## src/rtl/pnl_seq_pkg.sv

```systemverilog
package pnl_seq_pkg;

   localparam int ENT_W = 3;

   localparam logic [ENT_W-1:0] ENT_UNLOCK  = 3'd0;
   localparam logic [ENT_W-1:0] ENT_PANEL   = 3'd1;
   localparam logic [ENT_W-1:0] ENT_RAMP    = 3'd2;
   localparam logic [ENT_W-1:0] ENT_WAKE    = 3'd3;
   localparam logic [ENT_W-1:0] ENT_SHOW    = 3'd4;
   localparam logic [ENT_W-1:0] ENT_SLEEP   = 3'd5;
   localparam logic [ENT_W-1:0] ENT_BLANK   = 3'd6;

   localparam logic [ENT_W-1:0] ON_FIRST  = ENT_UNLOCK;
   localparam logic [ENT_W-1:0] ON_LAST   = ENT_SHOW;
   localparam logic [ENT_W-1:0] OFF_FIRST = ENT_SLEEP;
   localparam logic [ENT_W-1:0] OFF_LAST  = ENT_BLANK;

   localparam logic [7:0] OP_WAKE  = 8'h11;
   localparam logic [7:0] OP_SHOW  = 8'h29;
   localparam logic [7:0] OP_SLEEP = 8'h10;
   localparam logic [7:0] OP_BLANK = 8'h28;
   localparam logic [7:0] OP_RAMP  = 8'hE0;

   typedef enum logic [3:0] {
      ST_IDLE,
      ST_IO_ON,
      ST_PWR_WAIT,
      ST_RST_HI1,
      ST_RST_LO,
      ST_RST_HI2,
      ST_SEND,
      ST_POST,
      ST_IO_OFF,
      ST_A_OFF
   } seq_state_t;

endpackage

```

## src/rtl/pnl_ms_timer.sv

```systemverilog
module pnl_ms_timer #(
   parameter int CLK_PER_MS = 100000,
   parameter int MS_W       = 10
) (
   input  logic            clk,
   input  logic            rst_n,
   input  logic            load,
   input  logic [MS_W-1:0] load_ms,
   output logic            busy
);

   localparam int PRE_W = (CLK_PER_MS > 1) ? $clog2(CLK_PER_MS) : 1;

   logic [MS_W-1:0] ms_cnt;
   logic            step;

   generate
      if (CLK_PER_MS == 1) begin : g_direct
         assign step = 1'b1;
      end else begin : g_prescale
         logic [PRE_W-1:0] pre;
         always_ff @(posedge clk or negedge rst_n) begin
            if (!rst_n) begin
               pre <= '0;
            end else if (load || (ms_cnt == '0)) begin
               pre <= '0;
            end else if (pre == PRE_W'(CLK_PER_MS - 1)) begin
               pre <= '0;
            end else begin
               pre <= pre + 1'b1;
            end
         end
         assign step = (pre == PRE_W'(CLK_PER_MS - 1));
      end
   endgenerate

   always_ff @(posedge clk or negedge rst_n) begin
      if (!rst_n) begin
         ms_cnt <= '0;
      end else if (load) begin
         ms_cnt <= load_ms;
      end else if ((ms_cnt != '0) && step) begin
         ms_cnt <= ms_cnt - 1'b1;
      end
   end

   assign busy = load | (ms_cnt != '0);

endmodule

```

## src/rtl/pnl_cmd_rom.sv

```systemverilog
module pnl_cmd_rom
   import pnl_seq_pkg::*;
#(
   parameter int LEN_W         = 6,
   parameter int MS_W          = 10,
   parameter int GAMMA_LEN     = 8,
   parameter int DLY_SLPOUT_MS = 120,
   parameter int DLY_DISPON_MS = 200,
   parameter int DLY_SLPIN_MS  = 200
) (
   input  logic [ENT_W-1:0] entry,
   input  logic [LEN_W-1:0] idx,
   output logic [7:0]       data,
   output logic [LEN_W-1:0] len,
   output logic             is_long,
   output logic [MS_W-1:0]  delay_ms
);

   logic [7:0] ramp_k;

   assign ramp_k = 8'(idx) - 8'd1;

   always_comb begin
      data     = 8'h00;
      len      = LEN_W'(1);
      is_long  = 1'b0;
      delay_ms = '0;
      case (entry)
         ENT_UNLOCK: begin
            len     = LEN_W'(4);
            is_long = 1'b1;
            case (idx[1:0])
               2'd0:    data = 8'hB9;
               2'd1:    data = 8'hFF;
               2'd2:    data = 8'h83;
               default: data = 8'h94;
            endcase
         end
         ENT_PANEL: begin
            len     = LEN_W'(3);
            is_long = 1'b1;
            if (idx == '0)              data = 8'hB1;
            else if (idx == LEN_W'(1))  data = 8'h3C;
            else                        data = 8'h12;
         end
         ENT_RAMP: begin
            len     = LEN_W'(GAMMA_LEN);
            is_long = 1'b1;
            if (idx == '0) data = OP_RAMP;
            else           data = (ramp_k << 3) + 8'd4;
         end
         ENT_WAKE: begin
            data     = OP_WAKE;
            delay_ms = MS_W'(DLY_SLPOUT_MS);
         end
         ENT_SHOW: begin
            data     = OP_SHOW;
            delay_ms = MS_W'(DLY_DISPON_MS);
         end
         ENT_SLEEP: begin
            data     = OP_SLEEP;
            delay_ms = MS_W'(DLY_SLPIN_MS);
         end
         ENT_BLANK: begin
            data = OP_BLANK;
         end
         default: begin
            data = 8'h00;
         end
      endcase
   end

endmodule

```

## src/rtl/pnl_cmd_stream.sv

```systemverilog
module pnl_cmd_stream #(
   parameter int LEN_W = 6
) (
   input  logic             clk,
   input  logic             rst_n,
   input  logic             start,
   input  logic [LEN_W-1:0] len,
   input  logic             ready,
   output logic             valid,
   output logic             last,
   output logic [LEN_W-1:0] idx,
   output logic             fin
);

   logic active;

   assign valid = active;
   assign last  = active && (idx == (len - 1'b1));

   always_ff @(posedge clk or negedge rst_n) begin
      if (!rst_n) begin
         active <= 1'b0;
         idx    <= '0;
         fin    <= 1'b0;
      end else begin
         fin <= 1'b0;
         if (start) begin
            active <= 1'b1;
            idx    <= '0;
         end else if (active && ready) begin
            if (last) begin
               active <= 1'b0;
               fin    <= 1'b1;
            end else begin
               idx <= idx + 1'b1;
            end
         end
      end
   end

endmodule

```

## src/rtl/pnl_pwr_seq.sv

```systemverilog
module pnl_pwr_seq
   import pnl_seq_pkg::*;
#(
   parameter int CLK_PER_MS    = 100000,
   parameter int MS_W          = 10,
   parameter int LEN_W         = 6,
   parameter int GAMMA_LEN     = 8,
   parameter int T_PWR_MS      = 10,
   parameter int T_RST_MS      = 10,
   parameter int DLY_SLPOUT_MS = 120,
   parameter int DLY_DISPON_MS = 200,
   parameter int DLY_SLPIN_MS  = 200
) (
   input  logic             clk,
   input  logic             rst_n,
   input  logic             on_req,
   input  logic             on_reduced,
   input  logic             off_req,
   input  logic             cmd_ready,
   output logic             avdd_en,
   output logic             iovdd_en,
   output logic             panel_rst_n,
   output logic             lp_mode,
   output logic             cmd_valid,
   output logic [7:0]       cmd_data,
   output logic             cmd_last,
   output logic             cmd_long,
   output logic [LEN_W-1:0] cmd_len,
   output logic             busy,
   output logic             done
);

   localparam int MS_MAX = (1 << MS_W) - 1;

   generate
      if (CLK_PER_MS < 1) begin : g_bad_div
         $error("CLK_PER_MS must be at least 1");
      end
      if (GAMMA_LEN < 2 || GAMMA_LEN >= (1 << LEN_W)) begin : g_bad_ramp
         $error("GAMMA_LEN must be between 2 and 2**LEN_W-1");
      end
      if (T_PWR_MS > MS_MAX || T_RST_MS > MS_MAX || DLY_SLPOUT_MS > MS_MAX ||
          DLY_DISPON_MS > MS_MAX || DLY_SLPIN_MS > MS_MAX) begin : g_bad_dly
         $error("a delay does not fit in MS_W bits");
      end
   endgenerate

   seq_state_t       state;
   logic [ENT_W-1:0] entry;
   logic             reduced_q;
   logic             tmr_load;
   logic [MS_W-1:0]  tmr_ms;
   logic             tmr_busy;
   logic             str_start;
   logic             str_valid;
   logic             str_last;
   logic             str_fin;
   logic [LEN_W-1:0] byte_idx;
   logic [7:0]       rom_data;
   logic [LEN_W-1:0] rom_len;
   logic             rom_long;
   logic [MS_W-1:0]  rom_dly;

   pnl_ms_timer #(
      .CLK_PER_MS (CLK_PER_MS),
      .MS_W       (MS_W)
   ) u_timer (
      .clk     (clk),
      .rst_n   (rst_n),
      .load    (tmr_load),
      .load_ms (tmr_ms),
      .busy    (tmr_busy)
   );

   pnl_cmd_rom #(
      .LEN_W         (LEN_W),
      .MS_W          (MS_W),
      .GAMMA_LEN     (GAMMA_LEN),
      .DLY_SLPOUT_MS (DLY_SLPOUT_MS),
      .DLY_DISPON_MS (DLY_DISPON_MS),
      .DLY_SLPIN_MS  (DLY_SLPIN_MS)
   ) u_rom (
      .entry    (entry),
      .idx      (byte_idx),
      .data     (rom_data),
      .len      (rom_len),
      .is_long  (rom_long),
      .delay_ms (rom_dly)
   );

   pnl_cmd_stream #(
      .LEN_W (LEN_W)
   ) u_stream (
      .clk   (clk),
      .rst_n (rst_n),
      .start (str_start),
      .len   (rom_len),
      .ready (cmd_ready),
      .valid (str_valid),
      .last  (str_last),
      .idx   (byte_idx),
      .fin   (str_fin)
   );

   assign cmd_valid = str_valid;
   assign cmd_last  = str_last;
   assign cmd_data  = str_valid ? rom_data : 8'h00;
   assign cmd_long  = str_valid & rom_long;
   assign cmd_len   = str_valid ? rom_len : '0;

   always_ff @(posedge clk or negedge rst_n) begin
      if (!rst_n) begin
         state       <= ST_IDLE;
         entry       <= ON_FIRST;
         reduced_q   <= 1'b0;
         avdd_en     <= 1'b0;
         iovdd_en    <= 1'b0;
         panel_rst_n <= 1'b0;
         lp_mode     <= 1'b1;
         busy        <= 1'b0;
         done        <= 1'b0;
         tmr_load    <= 1'b0;
         tmr_ms      <= '0;
         str_start   <= 1'b0;
      end else begin
         done      <= 1'b0;
         tmr_load  <= 1'b0;
         str_start <= 1'b0;
         case (state)
            ST_IDLE: begin
               if (on_req && !avdd_en) begin
                  avdd_en   <= 1'b1;
                  busy      <= 1'b1;
                  reduced_q <= on_reduced;
                  state     <= ST_IO_ON;
               end else if (off_req && avdd_en) begin
                  busy      <= 1'b1;
                  entry     <= OFF_FIRST;
                  str_start <= 1'b1;
                  state     <= ST_SEND;
               end
            end
            ST_IO_ON: begin
               iovdd_en <= 1'b1;
               tmr_load <= 1'b1;
               tmr_ms   <= MS_W'(T_PWR_MS);
               state    <= ST_PWR_WAIT;
            end
            ST_PWR_WAIT: begin
               if (!tmr_busy) begin
                  panel_rst_n <= 1'b1;
                  if (reduced_q) begin
                     busy  <= 1'b0;
                     done  <= 1'b1;
                     state <= ST_IDLE;
                  end else begin
                     tmr_load <= 1'b1;
                     tmr_ms   <= MS_W'(T_RST_MS);
                     state    <= ST_RST_HI1;
                  end
               end
            end
            ST_RST_HI1: begin
               if (!tmr_busy) begin
                  panel_rst_n <= 1'b0;
                  tmr_load    <= 1'b1;
                  tmr_ms      <= MS_W'(T_RST_MS);
                  state       <= ST_RST_LO;
               end
            end
            ST_RST_LO: begin
               if (!tmr_busy) begin
                  panel_rst_n <= 1'b1;
                  tmr_load    <= 1'b1;
                  tmr_ms      <= MS_W'(T_RST_MS);
                  state       <= ST_RST_HI2;
               end
            end
            ST_RST_HI2: begin
               if (!tmr_busy) begin
                  lp_mode   <= 1'b0;
                  entry     <= ON_FIRST;
                  str_start <= 1'b1;
                  state     <= ST_SEND;
               end
            end
            ST_SEND: begin
               if (str_fin) begin
                  tmr_load <= 1'b1;
                  tmr_ms   <= rom_dly;
                  state    <= ST_POST;
               end
            end
            ST_POST: begin
               if (!tmr_busy) begin
                  if (entry == ON_LAST) begin
                     busy  <= 1'b0;
                     done  <= 1'b1;
                     state <= ST_IDLE;
                  end else if (entry == OFF_LAST) begin
                     lp_mode     <= 1'b1;
                     panel_rst_n <= 1'b0;
                     state       <= ST_IO_OFF;
                  end else begin
                     entry     <= entry + 1'b1;
                     str_start <= 1'b1;
                     state     <= ST_SEND;
                  end
               end
            end
            ST_IO_OFF: begin
               iovdd_en <= 1'b0;
               state    <= ST_A_OFF;
            end
            ST_A_OFF: begin
               avdd_en <= 1'b0;
               busy    <= 1'b0;
               done    <= 1'b1;
               state   <= ST_IDLE;
            end
            default: begin
               state <= ST_IDLE;
            end
         endcase
      end
   end

endmodule

```

## config.mk

```make
export PLATFORM = sky130hd
export DESIGN_NAME = pnl_pwr_seq
export DESIGN_NICKNAME = d
export VERILOG_FILES = /design/src/rtl/pnl_seq_pkg.sv /design/src/rtl/pnl_ms_timer.sv /design/src/rtl/pnl_cmd_rom.sv /design/src/rtl/pnl_cmd_stream.sv /design/src/rtl/pnl_pwr_seq.sv
export SDC_FILE = /design/constraint.sdc
export NUM_CORES = 1
export LEC_CHECK = 0
export ABC_AREA = 1
export BUFFER_PORTS_ARGS = -buffer_cell sky130_fd_sc_hd__buf_2
export CORE_UTILIZATION = 55
export DETAILED_ROUTE_END_ITERATION = 8
export PLACE_DENSITY = 0.7
export SYNTH_ARGS = -nofsm -noshare
export SYNTH_HDL_FRONTEND = slang
export SYNTH_HIERARCHICAL = 1
export SYNTH_SLANG_ARGS = --single-unit
```

## constraint.sdc

```tcl
create_clock -name clk -period 4.6 [get_ports clk]
set_input_delay 0.92 -clock clk [delete_from_list [all_inputs] [get_ports clk]]
set_output_delay 0.92 -clock clk [all_outputs]
set_load 0.05 [all_outputs]
```

==> results.tsv <==
stage	metric	value	unit
outcome	outcome	finished clean	
pwr	share of total power in the clock network	0.153	
global_route	first-pass GRT wire length	16300	um
drt	vias	4012	
setup_path	Startpoint Class	flip-flop	
clock_tree	clock buffer depth	2	
pwr	Seq pwr share	0.263	
pwr	worst vdd ir	673	uV
pwr	combinational power share	0.584	
sta	clock skew	0.00928	ns
sta	# setup viols final	0	
setup_path	Cell Chain, Critical Path	inv_2 > nor3_4 > inv_2 > ha_1 > a21boi_1 > nand3_1 > nor2_2 > nand3_4 > inv_1 > buf_2	
clock_tree	setup bufs post-CTS	0	
clock_tree	hold buffer count at cts	0	
place	estimated wirelength of the detail-placed design	6830	um
worst_hold_path	Min-Delay Path Class	reg -> reg	
final_layout	most common cell after layout, fill and taps aside	nand2_1	
pwr	total chip power	3.52	mW
sta	final period utilization	0.750	
floorplanning	Die Area	0.00845	mm^2
pwr	sw frac	0.538	
sta	Max-slew headroom	0.582	
floorplanning	Die Ht	91.9	um
clock_tree	post_cts resized	0	
drt	WL/cell	11.8	um
final_layout	layout cells sized above 1	0.160	
floorplanning	row cnt	32	
setup_path	Critical Path Fanout Max	10	
drt	Antenna Nets Post-Route	0	
pwr	Int Power	1.63	mW
place	final RePlAce weighted congestion	0.961	
sta	final hold vios	0	
sta	Worst-Margin Slew	0.627	ns
final_layout	area grow syn2layout	8.58	%
final_layout	commonest non-fill, non-tap cells in the layout	nand2_1, inv_1, nor2_1	
global_route	Tot GR Track Use	0.237	
clock_tree	total CTS buffers	9	
sta	Final WS setup	1.15	ns
setup_path	WS Path Type	reg -> out	
drt	DRC viols	0	
setup_path	Worst EP required	3.68	ns
sta	fmax	290	MHz
pwr	power density over the cells	730	mW/mm^2
sta	WHS	0.468	ns
floorplanning	Initial Util	0.572	
pwr	Psw	1.89	mW
setup_path	reg-to-reg slack, setup	2.22	ns
setup_path	Worst Setup EP	cmd_last	
setup_path	critical path data arrival time	2.53	ns
final_layout	Diodes inserted	0	
setup_path	Critical R2R Capture	tmr_ms[6]$_DFFE_PN0P_	
place	Setup WS pre-CTS	1.53	ns
global_route	largest net degree at the start of global routing	36	
clock_tree	CTS tree	yes	
sta	Period minus WS final	3.45	ns
drt	routed vias/inst	5.08	
drt	DRT Pass-1 Iters	5	
yosys	area leader, netlist	dfrtp_1	
floorplanning	Die W	91.9	um
clock_tree	CTS Root Cell	clkbuf_8	
yosys	synth top area cells	dfrtp_1, nand2_1, inv_1	
floorplanning	core area	0.00777	mm^2
final_layout	nets	699	
yosys	Syn Inst Count	656	
yosys	register area share after synthesis	0.344	
yosys	Synth Register Bits	61	
sta	unrepaired setup endpoints after global routing	false	
setup_path	CP max-delay cell	dfrtp_1	
yosys	synthesis warning total	6	
drt	Initial DRC Count	240	
setup_path	CP max stage delay	0.51	ns
yosys	area share of the largest cell type after synthesis	0.338	
sta	setup tns final	0	ns
run	Max-Cap Viols	0	
sta	final slew viol count	0	
global_route	initial antenna violation count	0	
floorplanning	io pins	29	
setup_path	cell mode on critical path	inv_2	
clock_tree	CTS Sinks	61	
pwr	leak pwr	2.71	nW
setup_path	FF-to-FF Start	tmr_load$_DFF_PN0_	
setup_path	Setup crit end kind	output pin	
clock_tree	Clk pin slew, worst setup/hold paths	0.07	ns
yosys	Avg Cell Area, Syn	6.78	um^2
yosys	Cell variety after synth	46	
global_route	vias in the first global route	3712	
yosys	Mapped Area	0.00445	mm^2
setup_path	critical path launch point	entry[0]$_DFFE_PN0P_	
final_layout	Layout Utilization	0.622	
clock_tree	clk_lat worst skew	0.34	ns
drt	WL final	9280	um
global_route	gr ovfl total	0	
setup_path	R2R depth	7	
place	PortBufs	26	
clock_tree	H-tree levels	3	
cell families (layout without fill, tap and decap cells):
group | Yosys count | count (layout) | synth area share
other | 1 | 7 | 0.000843
AO/OA/AOI/OAI | 42 | 42 | 0.0571
AND/OR/NAND/NOR | 405 | 405 | 0.422
multiplexers | 1 | 1 | 0.00225
flip-flops | 61 | 61 | 0.344
buffers and inverters | 122 | 147 | 0.117
XOR/XNOR | 13 | 13 | 0.0256
adder cells (fa/ha/maj) | 11 | 11 | 0.0310
synth_stat cells (all sizes together):
master   count
a21boi       1
a21o         1
a21oi       11
buf         17
clkbuf       1
clkinv       2
conb         1
dfrtp       60
dfstp        1
ha          11
inv        102
mux2i        1
nand2      217
nand3       63
nand3b       3
nand4       23
nor2        86
nor3         8
o2111ai      1
o211ai       1
o21ai       24
o21bai       1
o22ai        1
o31ai        1
or2          5
xnor2        3
xor2        10
layout make-up:
class                           count  area (um^2)
Clock buffer                       10          138
Clock inverter                      6         86.3
Fill cell                         738         2940
Inverter                          104          392
Multi-Input combinational cell    479         2420
Sequential cell                    61         1530
Tap cell                          102          128
Timing Repair Buffer               27          138
power by group through the flow:
stage	logic, mW	registers (mW)	clock network, mW
floorplan	1.67	0.935	0
global placement	2.01	0.925	0
detailed placement	2.05	0.932	0
CTS	2.06	0.923	0.555
global route	2.30	0.953	0.574
finish	2.06	0.925	0.540
how the worst min path moves through the flow:
stage / end / cells after the start / startpoint
floorplan: u_timer/g_prescale.pre[0]$_DFF_PN0_ / 1 / u_timer/g_prescale.pre[0]$_DFF_PN0_
global placement: u_timer/g_prescale.pre[0]$_DFF_PN0_ / 1 / u_timer/g_prescale.pre[0]$_DFF_PN0_
detailed placement: panel_rst_n$_DFFE_PN0P_ / 2 / panel_rst_n$_DFFE_PN0P_
CTS: u_timer/g_prescale.pre[0]$_DFF_PN0_ / 1 / u_timer/g_prescale.pre[0]$_DFF_PN0_
global route: u_timer/g_prescale.pre[0]$_DFF_PN0_ / 1 / u_timer/g_prescale.pre[0]$_DFF_PN0_
finish: u_timer/g_prescale.pre[0]$_DFF_PN0_ / 1 / u_timer/g_prescale.pre[0]$_DFF_PN0_
metrics by stage:
stage / cells / instance area [um^2]
2_1_floorplan: 662 / 4470
3_3_place_gp: 773 / 4600
3_5_place_dp: 773 / 4600
4_1_cts: 789 / 4830
5_1_grt: 789 / 4830
6_report: 789 / 4830
sequential cells by signal (all words and copies together), names as in the netlist:
| signal | flops |
|---|---|
| u_timer/g_prescale.pre | 17 |
| tmr_ms | 10 |
| u_timer/ms_cnt | 10 |
| u_stream/idx | 6 |
| state | 4 |
| entry | 3 |
| avdd_en | 1 |
| busy | 1 |
| done | 1 |
| iovdd_en | 1 |
| lp_mode | 1 |
| panel_rst_n | 1 |
| reduced_q | 1 |
| str_start | 1 |
| tmr_load | 1 |
| u_stream/fin | 1 |
| u_stream/valid | 1 |
critical path: cells and delay by family, from the launching register on:
kind,cells,cell delay (ns)
AO/OA/AOI/OAI,1,0.15
adder cells (fa/ha/maj),1,0.29
buffers and inverters,4,0.54
flip-flops,1,0.51
AND/OR/NAND/NOR,4,0.69
per-layer routing:
layer  GRT usage  part of all wire  vias up
met1       0.317              0.51     1842
li1            -                 -     2091
met4      0.0599            0.0082        0
met3      0.0423             0.030        8
met5           0                 0        -
met2       0.397              0.45       71
Note: power is estimated with default switching activity, not from simulation.
